`config.mk`:
```
export PLATFORM = sky130hd
export DESIGN_NAME = ctmr_top
export DESIGN_NICKNAME = d
export VERILOG_FILES = /design/src/rtl/ctmr_pkg.sv /design/src/rtl/ctmr_preload.sv /design/src/rtl/ctmr_core.sv /design/src/rtl/ctmr_status.sv /design/src/rtl/ctmr_top.sv
export SDC_FILE = /design/constraint.sdc
export NUM_CORES = 1
export LEC_CHECK = 0
export BUFFER_PORTS_ARGS = -buffer_cell sky130_fd_sc_hd__buf_4
export CAP_MARGIN = 20
export CELL_PAD_IN_SITES_DETAIL_PLACEMENT = 1
export CELL_PAD_IN_SITES_GLOBAL_PLACEMENT = 1
export CORE_MARGIN = 5
export CORE_UTILIZATION = 38
export CTS_CLUSTER_DIAMETER = 200
export DETAILED_ROUTE_END_ITERATION = 10
export PLACE_DENSITY_LB_ADDON = 0.25
export REMOVE_ABC_BUFFERS = 1
export SLEW_MARGIN = 40
export SYNTH_ARGS = -nofsm -noshare
export SYNTH_HDL_FRONTEND = slang
export SYNTH_SLANG_ARGS = --single-unit
export TNS_END_PERCENT = 30
```
`constraint.sdc`:
```
create_clock -name clk -period 4.7 [get_ports clk]
set_input_delay 0.705 -clock clk [delete_from_list [all_inputs] [get_ports clk]]
set_output_delay 0.705 -clock clk [all_outputs]
set_load 0.02 [all_outputs]
```
`src/rtl/ctmr_pkg.sv`:
```
package ctmr_pkg;

  localparam int unsigned CT_DEFAULT_W = 16;

  localparam logic MODE_TIMER = 1'b0;
  localparam logic MODE_COUNT = 1'b1;

  // Wrapping decrement within a w-bit field (w <= 32).
  function automatic logic [31:0] ct_wrap_dec(input logic [31:0] v, input int unsigned w);
    logic [31:0] mask;
    mask = (w >= 32) ? 32'hFFFF_FFFF : ((32'd1 << w) - 32'd1);
    return (v - 32'd1) & mask;
  endfunction

  // The step that leaves the counter at zero starts from one.
  function automatic logic ct_at_one(input logic [31:0] v);
    return (v == 32'd1);
  endfunction

endpackage

```
`src/rtl/ctmr_preload.sv`:
```
module ctmr_preload #(
  parameter int unsigned LANE_W = 8,
  parameter int unsigned LANES  = 2,
  parameter logic [LANES*LANE_W-1:0] RESET_VAL = 2
) (
  input  logic                      clk,
  input  logic                      rst_n,
  input  logic [LANES-1:0]          lane_we,
  input  logic [LANE_W-1:0]         lane_data,
  output logic [LANES*LANE_W-1:0]   value
);

  // One write-only byte lane per generate iteration.
  for (genvar g = 0; g < LANES; g++) begin : g_lane
    logic [LANE_W-1:0] lane_q;

    always_ff @(posedge clk or negedge rst_n) begin
      if (!rst_n) begin
        lane_q <= RESET_VAL[g*LANE_W +: LANE_W];
      end else if (lane_we[g]) begin
        lane_q <= lane_data;
      end
    end

    assign value[g*LANE_W +: LANE_W] = lane_q;
  end

endmodule

```
`src/rtl/ctmr_core.sv`:
```
module ctmr_core
  import ctmr_pkg::*;
#(
  parameter int unsigned WIDTH = CT_DEFAULT_W
) (
  input  logic             clk,
  input  logic             rst_n,
  input  logic             mode,
  input  logic             tick,
  input  logic             start,
  input  logic             stop,
  input  logic [WIDTH-1:0] preload,
  output logic [WIDTH-1:0] count,
  output logic             running,
  output logic             ev_reload,
  output logic             ev_terminal
);

  logic             at_one;
  logic             halt_req;
  logic             step;
  logic [WIDTH-1:0] dec_val;
  logic [WIDTH-1:0] nxt_val;

  assign at_one   = ct_at_one(32'(count));
  assign dec_val  = WIDTH'(ct_wrap_dec(32'(count), WIDTH));

  // Stop halts the count only in counter mode; start outranks it.
  assign halt_req = stop && (mode == MODE_COUNT);
  assign step     = running && tick && !start && !halt_req;

  assign ev_reload   = step && (mode == MODE_TIMER) && at_one;
  assign ev_terminal = step && (mode == MODE_COUNT) && at_one;

  // Divider reloads from the live preload; counter just wraps.
  assign nxt_val = ev_reload ? preload : dec_val;

  always_ff @(posedge clk or negedge rst_n) begin
    if (!rst_n) begin
      count   <= '0;
      running <= 1'b0;
    end else if (start) begin
      count   <= preload;
      running <= 1'b1;
    end else if (halt_req) begin
      running <= 1'b0;
    end else if (step) begin
      count   <= nxt_val;
    end
  end

endmodule

```
`src/rtl/ctmr_status.sv`:
```
module ctmr_status
  import ctmr_pkg::*;
(
  input  logic clk,
  input  logic rst_n,
  input  logic mode,
  input  logic start,
  input  logic stop,
  input  logic ev_reload,
  input  logic ev_terminal,
  output logic wave_out,
  output logic ready,
  output logic ev_full
);

  logic ready_set;
  logic wave_high_req;

  // A full divider period ends when the wave rises.
  assign ev_full       = ev_reload && !wave_out;
  assign ready_set     = ev_full || ev_terminal;
  assign wave_high_req = start || (stop && (mode == MODE_COUNT));

  always_ff @(posedge clk or negedge rst_n) begin
    if (!rst_n) begin
      wave_out <= 1'b1;
    end else if (wave_high_req) begin
      wave_out <= 1'b1;
    end else if (ev_reload) begin
      wave_out <= ~wave_out;
    end else if (ev_terminal) begin
      wave_out <= 1'b0;
    end
  end

  // A set event in the same cycle wins over a stop.
  always_ff @(posedge clk or negedge rst_n) begin
    if (!rst_n) begin
      ready <= 1'b0;
    end else if (ready_set) begin
      ready <= 1'b1;
    end else if (stop) begin
      ready <= 1'b0;
    end
  end

endmodule

```
`src/rtl/ctmr_top.sv`:
```
module ctmr_top
  import ctmr_pkg::*;
#(
  parameter int unsigned WIDTH = CT_DEFAULT_W,
  parameter int unsigned HALF  = WIDTH / 2
) (
  input  logic            clk,
  input  logic            rst_n,
  input  logic            mode,
  input  logic            cnt_en,
  input  logic            wr_hi,
  input  logic            wr_lo,
  input  logic [HALF-1:0] wr_data,
  input  logic            start,
  input  logic            stop,
  output logic            wave_out,
  output logic            ready,
  output logic [HALF-1:0] cnt_hi,
  output logic [HALF-1:0] cnt_lo
);

  localparam int unsigned LANES = WIDTH / HALF;

  logic [LANES-1:0] lane_we;
  logic [WIDTH-1:0] preload;
  logic [WIDTH-1:0] count;
  logic [WIDTH-1:0] rd_view;
  logic             core_running;
  logic             ev_reload;
  logic             ev_terminal;
  logic             ev_full;

  assign lane_we = {wr_hi, wr_lo};

  ctmr_preload #(
    .LANE_W    (HALF),
    .LANES     (LANES),
    .RESET_VAL (WIDTH'(2))
  ) u_preload (
    .clk       (clk),
    .rst_n     (rst_n),
    .lane_we   (lane_we),
    .lane_data (wr_data),
    .value     (preload)
  );

  ctmr_core #(
    .WIDTH (WIDTH)
  ) u_core (
    .clk         (clk),
    .rst_n       (rst_n),
    .mode        (mode),
    .tick        (cnt_en),
    .start       (start),
    .stop        (stop),
    .preload     (preload),
    .count       (count),
    .running     (core_running),
    .ev_reload   (ev_reload),
    .ev_terminal (ev_terminal)
  );

  ctmr_status u_status (
    .clk         (clk),
    .rst_n       (rst_n),
    .mode        (mode),
    .start       (start),
    .stop        (stop),
    .ev_reload   (ev_reload),
    .ev_terminal (ev_terminal),
    .wave_out    (wave_out),
    .ready       (ready),
    .ev_full     (ev_full)
  );

  // Live count is visible only in counter mode.
  assign rd_view = (mode == MODE_COUNT) ? count : '0;
  assign cnt_hi  = rd_view[WIDTH-1:HALF];
  assign cnt_lo  = rd_view[HALF-1:0];

endmodule

```
==> results.json, run 1 <==
{
  "rsz0062_at_grt": "false",
  "yosys.cell_types.count": 43,
  "finalNetCount": 242,
  "h-tree-depth": 2,
  "hpwl_mm": 3.66,
  "end_kind": "flop",
  "async_reset_ff_frac": 1.00,
  "synth_flop_cell": "dfrtp_1",
  "die_y_um": 81.0,
  "period_share": 0.522,
  "netlist_area_um2": 1920,
  "diodes": 0,
  "grt_pass1_vias": 1650,
  "setup_tns_ns": 0,
  "finalSetupViolations": 0,
  "min_period_ns": 2.45,
  "drive_gt1_frac": 0.320,
  "hold_buffers": 0,
  "place_ws_ns": 2.08,
  "clkSlewWorstSetupHoldPaths_ns": 0.07,
  "grt_use_total": 0.175,
  "cts_resized": 0,
  "route.detailed.drc": 0,
  "vdd_ir_drop_max_uv": 151,
  "cp-start-kind": "flop",
  "final_cell_mix": "buf_4 (36), dfrtp_1 (33), mux2_2 (17)",
  "cts_root_buf": "clkbuf_8",
  "numCtsBuffers": 5,
  "worstPathArrival_ns": 2.68,
  "cp_max_fo": 10,
  "hold_class": "input pin to asynchronous set/reset pin",
  "p_leak_uw": 0.000994,
  "syn_to_final_growth_pct": 21.9,
  "yosys_warnings": 0,
  "ant_nets": 0,
  "ys_seq_area_frac": 0.458,
  "yosysTopAreaCell": "dfrtp_1",
  "fmax_mhz": 408,
  "grt_remaining_overflow": 0,
  "fin_ws_ns": 2.25,
  "skew_ns": 0.00597,
  "drt-initial-drc-count": 54,
  "reg2regPathDepth": 5,
  "die_w_um": 81.0,
  "die_area_um2": 6570,
  "status": "finished clean",
  "critPathKind": "flop to flop",
  "cts_num_sinks": 35,
  "firstDrtPassIters": 4,
  "antenna_found_initial": 0,
  "initial_core_util": 0.398,
  "netlist_top_cells_area": "dfrtp_1 (43%), mux2_2 (10%), and2_1 (5.2%)",
  "wl_per_cell_um": 17.3,
  "insertion_delay_ns": 0.29,
  "core-area_um2": 4820,
  "synthCells": 191,
  "io_pins": 34,
  "cap_violations": 0,
  "row_count": 25,
  "synth_top_area_frac": 0.431,
  "hold_viol": 0,
  "cts_tree": "done",
  "avgViaCountPerCell": 5.49,
  "final_common_cell": "buf_4",
  "max-slew-margin-rel": 0.575,
  "cts_max_path_buffers": 2,
  "postRouteWirelength_mm": 5.06,
  "port_buffers": 33,
  "tightestPinTransition_ns": 0.631,
  "syn_area_per_cell_um2": 10.0,
  "vias": 1604,
  "ys_seq_elements": 35,
  "post_cts_buffers": 0,
  "cp.required_ns": 4.93,
  "drv_slew": 0,
  "synth-edff-count": 0,
  "grt_pass1_wl_mm": 8.68,
  "cellPowerDensity_nw_per_um2": 348,
  "grt_max_degree": 36,
  "gp_congestion": 0.761
}
[routing by layer]
layer / routed length [um] / share of wire / global-route usage / vias up
li1: - / - / - / 764
met1: 2440 / 0.48 / 0.246 / 797
met2: 2280 / 0.45 / 0.263 / 38
met3: 267 / 0.053 / 0.0399 / 5
met4: 81 / 0.016 / 0.0625 / 0
met5: 0 / 0 / 0 / -
[synth_stat cells (all sizes together), types with 2 or more instances]
| master | n |
|---|---|
| o31ai | 2 |
| nor2 | 12 |
| inv | 6 |
| mux2i | 4 |
| a2bb2oi | 3 |
| or4 | 3 |
| mux2 | 17 |
| ha | 2 |
| nor4 | 5 |
| and2 | 17 |
| nor3 | 4 |
| nand4 | 3 |
| o22a | 2 |
| clkbuf | 9 |
| a221o | 3 |
| nand2 | 14 |
| a31oi | 2 |
| o21ai | 4 |
| dfrtp | 33 |
| dfstp | 2 |
| o221a | 3 |
| nand3 | 9 |
| nor3b | 2 |
| a21oi | 10 |
| or3 | 5 |
[state kept, by name, summed over array words and instances, names as in the netlist]
register                 flops
u_status.wave_out            1
u_core.running               1
u_preload.g_lane.lane_q     16
u_status.ready               1
u_core.count                16
[kinds of logic after synthesis]
| kind of cell | Yosys count | synth area share |
|---|---|---|
| DFF | 35 | 0.458 |
| adders and majority gates | 2 | 0.0131 |
| muxes | 21 | 0.121 |
| AOI/OAI and AO/OA | 36 | 0.136 |
| buffers and inverters | 16 | 0.0352 |
| xor gates and xnor gates | 1 | 0.00457 |
| and+or+nand+nor | 80 | 0.232 |
[layout make-up]
cell class / instances / area [um2]
repair buffers: 36 / 270
well taps: 67 / 83.8
inverters: 6 / 22.5
multi-input cells: 140 / 981
clock buffers: 8 / 100
flip-flops and latches: 35 / 878
fillers: 567 / 2480
[critical path, cell delays in order (launching register included)]
cell and delay [ns]:
dfrtp_1 0.48, or4_4 0.59, or3_4 0.36, or4_1 0.46
or4_1 0.42, nand3_1 0.09
[path summary, 6_finish.rpt]
kind / from / to / slack, ns
setup / recovery: u_core.count[2] / u_core.count[13] / 2.25
hold / removal: rst_n / u_core.count[12] / 0.36
setup reg to reg: u_core.count[2] / u_core.count[13] / 2.25
hold reg to reg: u_status.ready / u_status.ready / 0.50
max in group asynchronous: rst_n / u_preload.g_lane[0].lane_q[1] / 3.99
min in group clk: u_status.ready / u_status.ready / 0.50
[power by group]
part | internal [uW] | switching [uW]
clock network | 134 | 110
logic | 89.2 | 92.2
registers | 340 | 48.8
[per-stage QoR]
step,hold slack (ns),instances,util,cell area [um2],total power [uW]
floorplan,0.409,181,-,1870,491
global placement,0.487,284,0.462,2230,572
detailed placement,0.497,284,0.462,2230,577
global route,0.392,292,0.485,2340,865
CTS,0.376,292,0.483,2330,824
finish,0.357,292,0.485,2340,814
Power figures use the tool's default switching activity.
==> inputs of run 2 (changes only) <==
clock period = 2.2 ns   (was 4.7 ns; I/O delays follow)
==> results.json, run 2 (synthesis gave the netlist of run 1 again) <==
{
  "status": "complete, but fails checks",
  "failed_checks": "negative hold slack, negative setup slack",
  "grt_pass1_vias": 1831,
  "vdd_ir_drop_max_uv": 453,
  "cp_max_fo": 2,
  "crit_buf_inv": 0,
  "critPathKind": "flop to flop",
  "internal-power_uw": 1210,
  "drv_slew": 0,
  "avgViaCountPerCell": 5.38,
  "clkSlewWorstSetupHoldPaths_ns": 0.07,
  "ant_nets": 0,
  "cts_tree": "done",
  "grt_max_degree": 36,
  "rsz0062_at_grt": "true",
  "worstPathArrival_ns": 2.51,
  "power_uw": 1780,
  "p_leak_uw": 0.00114,
  "r2r-end": "u_core.count[13]",
  "fmax_mhz": 438,
  "cts_root_buf": "clkbuf_8",
  "end_kind": "flop",
  "fin_ws_ns": -0.0855,
  "die_w_um": 81.0,
  "numCtsBuffers": 5,
  "design_area_um2": 2560,
  "insertion_delay_ns": 0.29,
  "cts_max_path_buffers": 2,
  "diodes": 0,
  "pwr-share-seq": 0.439,
  "p_switching_uw": 568,
  "grt_pass1_wl_mm": 9.43,
  "worst_path_max_delay_cell": "or4_4",
  "wl_per_cell_um": 18.0,
  "switching_share": 0.319,
  "route.detailed.drc": 0,
  "crit_family": "simple AND/OR/NAND/NOR gates",
  "initial_core_util": 0.398,
  "crit_chain": "or4_4 > or3_4 > or4_4 > or4_4 > nand3_2",
  "die_area_um2": 6570,
  "drive_gt1_frac": 0.415,
  "antenna_found_initial": 0,
  "gp_congestion": 0.860,
  "cpPeakStageDelay_ns": 0.55,
  "cp.required_ns": 2.43,
  "pwr-share-clk": 0.252,
  "period_share": 1.04,
  "final_cell_mix": "buf_4 (63), dfrtp_1 (33), mux2_2 (17)",
  "finalSetupViolations": 1,
  "core-area_um2": 4820,
  "hold_viol": 8,
  "hold_class": "input pin to asynchronous set/reset pin",
  "cap_violations": 0,
  "worstSetupStartpoint": "u_core.count[3]",
  "die_y_um": 81.0,
  "place_ws_ns": -0.0568,
  "tightestPinTransition_ns": 0.537,
  "port_buffers": 33,
  "grt_use_total": 0.193,
  "skew_ns": 0.00368,
  "firstDrtPassIters": 4,
  "ff2ff_setup_slack_ns": -0.09,
  "row_count": 25,
  "critical_path_depth": 5,
  "cellPowerDensity_nw_per_um2": 697,
  "cts_num_sinks": 35,
  "reg.largest.list": "u_core.count x16, u_preload.g_lane.lane_q x16",
  "grt_remaining_overflow": 0,
  "drt-initial-drc-count": 50,
  "utilization": 0.531,
  "whs_ns": -0.00619,
  "r2r_start": "u_core.count[3]",
  "io_pins": 34,
  "power_frac_comb": 0.309,
  "max-slew-margin-rel": 0.639,
  "final_common_cell": "buf_4",
  "placed_cell_area_um2": 2440,
  "fillers": 566,
  "cp_common_cell": "or4_4",
  "postRouteWirelength_mm": 5.75,
  "min_period_ns": 2.29,
  "syn_to_final_growth_pct": 33.4,
  "reg2regPathDepth": 5,
  "hpwl_mm": 4.35,
  "finalNetCount": 270,
  "cp-start-kind": "flop",
  "vias": 1723,
  "crit_end": "u_core.count[13]",
  "h-tree-depth": 2
}
## run 2: power groups by stage
stage	Sequential, uW	Clock, uW	Combinational [uW]
3_3_place_gp	790	0	528
2_1_floorplan	804	0	244
4_1_cts	782	468	546
3_5_place_dp	794	0	544
6_report	782	450	551
5_1_grt	792	510	598
## run 2: worst min-delay path by stage
stage,cells past startpoint,end,start
final,1,u_preload.g_lane[1].lane_q[6],rst_n
after floorplan,0,u_core.count[0],rst_n
after detailed placement,1,u_core.count[12],rst_n
after global placement,1,u_core.count[12],rst_n
after CTS,1,u_core.count[14],rst_n
after global routing,1,u_preload.g_lane[0].lane_q[4],rst_n
## run 2: layer usage
layer  vias to the layer above  share of wire  track usage
li1                        817              -            -
met2                        39           0.51        0.324
met1                       861           0.44        0.245
met4                         0         0.0092       0.0608
met3                         6          0.043       0.0443
met5                         -              0            0
## run 2: final cells by class
cell class	instances	area [um2]	share of cell area
clock buffer	5	68.8	0.0269
clock inverter	3	15.0	0.00587
inverter	6	22.5	0.00881
multi-input combinational	140	996	0.389
sequential	35	878	0.343
tap	67	83.8	0.0328
timing repair buffer	64	493	0.193
## run 2: stage by stage
| stage | cells | setup TNS (ns) |
|---|---|---|
| 3_3_place_gp | 311 | 0 |
| 4_1_cts | 319 | -0.0777 |
| 2_1_floorplan | 181 | -1.00 |
| 6_report | 320 | -0.0855 |
| 5_1_grt | 320 | -0.138 |
| 3_5_place_dp | 311 | -0.0568 |
## run 2: what timing repair did
| action | CTS | global route |
|---|---|---|
| resized for setup | 1 | 5 |
| pin swaps | 0 | 1 |
| endpoints found under the setup margin | 1 | 10 |
| gates cloned | 0 | 0 |
| hold buffers | 0 | 0 |
| buffers inserted | 0 | 1 |
==> inputs of run 3 (changes only) <==
CELL_PAD_IN_SITES_DETAIL_PLACEMENT = not set   (was 1)
CELL_PAD_IN_SITES_GLOBAL_PLACEMENT = not set   (was 1)
CORE_ASPECT_RATIO = 0.5   (was not set)
==> results.json, run 3 (synthesis gave the netlist of run 1 again) <==
{
  "cpPeakStageDelay_ns": 0.54,
  "crit_chain": "or4_4 > or3_4 > or4_4 > or4_1 > nand3_1",
  "hold_viol": 0,
  "utilization": 0.525,
  "cp.required_ns": 2.43,
  "cp_max_fo": 2,
  "die_y_um": 60.2,
  "cp_common_cell": "or4_4",
  "cts_max_path_buffers": 2,
  "wl_per_cell_um": 16.2,
  "antenna_found_initial": 0,
  "ff_latch_area_um2": 878,
  "period_share": 1.03,
  "whs_endpoint": "u_preload.g_lane[0].lane_q[5]",
  "min_path_cells": 2,
  "ff2ff_setup_slack_ns": -0.06,
  "die_w_um": 110,
  "fmax_mhz": 442,
  "grt_pass1_wl_mm": 8.49,
  "max-slew-margin-rel": 0.642,
  "ant_nets": 0,
  "critPathKind": "flop to flop",
  "clkSlewWorstSetupHoldPaths_ns": 0.07,
  "cts_num_sinks": 35,
  "route.detailed.drc": 0,
  "crit_family": "simple AND/OR/NAND/NOR gates",
  "final_cell_mix": "buf_4 (62), dfrtp_1 (33), mux2_2 (17)",
  "hold_path_startpoint": "wr_data[5]",
  "fillers": 475,
  "r2r-end": "u_core.count[13]",
  "finalNetCount": 270,
  "initial_core_util": 0.390,
  "grt_pass1_vias": 1713,
  "port_buffers": 33,
  "row_count": 18,
  "failed_checks": "negative setup slack",
  "io_pins": 34,
  "grt_remaining_overflow": 0,
  "fin_ws_ns": -0.0623,
  "hpwl_mm": 3.86,
  "skew_ns": 0.00477,
  "worstPathArrival_ns": 2.49,
  "grt_use_total": 0.165,
  "drv_slew": 0,
  "r2r_start": "u_core.count[2]",
  "p_leak_uw": 0.00114,
  "grt_max_degree": 36,
  "worst_path_max_delay_cell": "or4_4",
  "cts_root_buf": "clkbuf_8",
  "cellPowerDensity_nw_per_um2": 745,
  "drive_gt1_frac": 0.403,
  "finalSetupViolations": 1,
  "rsz0062_at_grt": "true",
  "syn_to_final_growth_pct": 34.5,
  "cap_violations": 0,
  "final_common_cell": "buf_4",
  "multiInputGateArea_um2": 997,
  "cts_tree": "done",
  "hold_class": "input pin to flop",
  "status": "complete, but fails checks",
  "reg2regPathDepth": 5,
  "drt-initial-drc-count": 122,
  "crit_buf_inv": 0,
  "avgViaCountPerCell": 5.36,
  "insertion_delay_ns": 0.29,
  "diodes": 0,
  "die_area_um2": 6650,
  "min_period_ns": 2.26,
  "vdd_ir_drop_max_uv": 321,
  "cp-start-kind": "flop",
  "design_area_um2": 2580,
  "postRouteWirelength_mm": 5.24,
  "numCtsBuffers": 5,
  "reg.largest.list": "u_core.count x16, u_preload.g_lane.lane_q x16",
  "placed_cell_area_um2": 2420,
  "tightestPinTransition_ns": 0.533,
  "end_kind": "flop",
  "core-area_um2": 4910,
  "firstDrtPassIters": 4,
  "gp_congestion": 0.841,
  "vias": 1730,
  "h-tree-depth": 2
}
==> run 3: worst max-delay path by stage <==
stage	start	end	slack, ns	depth (start not counted)
6_report	u_core.count[2]	u_core.count[13]	-0.06	5
5_1_grt	u_core.count[2]	u_core.count[13]	-0.11	5
4_1_cts	u_core.count[2]	u_core.count[13]	-0.06	5
3_5_place_dp	u_core.count[2]	u_core.count[13]	-0.04	5
3_3_place_gp	u_core.count[2]	u_core.count[13]	-0.005	5
2_1_floorplan	u_core.count[0]	u_core.count[4]	-0.18	6
==> run 3: final cells by class <==
type | instances | share of cell area
Multi-Input combinational cell | 141 | 0.387
Sequential cell | 35 | 0.341
Clock inverter | 2 | 0.0136
Timing Repair Buffer | 63 | 0.184
Inverter | 6 | 0.00873
Clock buffer | 6 | 0.0320
Tap cell | 70 | 0.0340
==> run 3: layer usage <==
layer	part of all wire	GRT usage
met5	0	0
met3	0.049	0.0415
met4	0.019	0.0526
met2	0.44	0.268
met1	0.49	0.220
==> run 3: what timing repair did <==
action,CTS,global route
pin swaps,0,1
cloned,0,1
endpoints found under the setup margin,1,14
hold endpoints to repair,18,0
hold buffers,1,0
gates resized for setup,1,4
buffers inserted,1,0
==> run 3: where the power goes <==
group,total (uW),internal (uW),switching [uW]
Combinational,535,267,268
Clock,604,367,238
Sequential,782,726,56.2
Total,1920,1360,562
==> run 3: stage by stage <==
step / power, uW / hold WS [ns] / cells / setup TNS [ns] / setup slack (ns)
floorplan: 1050 / 0.0344 / 181 / -1.00 / -0.179
global placement: 1300 / 0.308 / 312 / -0.00472 / -0.00472
detailed placement: 1310 / 0.311 / 312 / -0.0447 / -0.0447
CTS: 1920 / 0.271 / 322 / -0.0570 / -0.0570
global route: 2010 / 0.270 / 323 / -0.109 / -0.109
finish: 1920 / 0.273 / 323 / -0.0623 / -0.0623
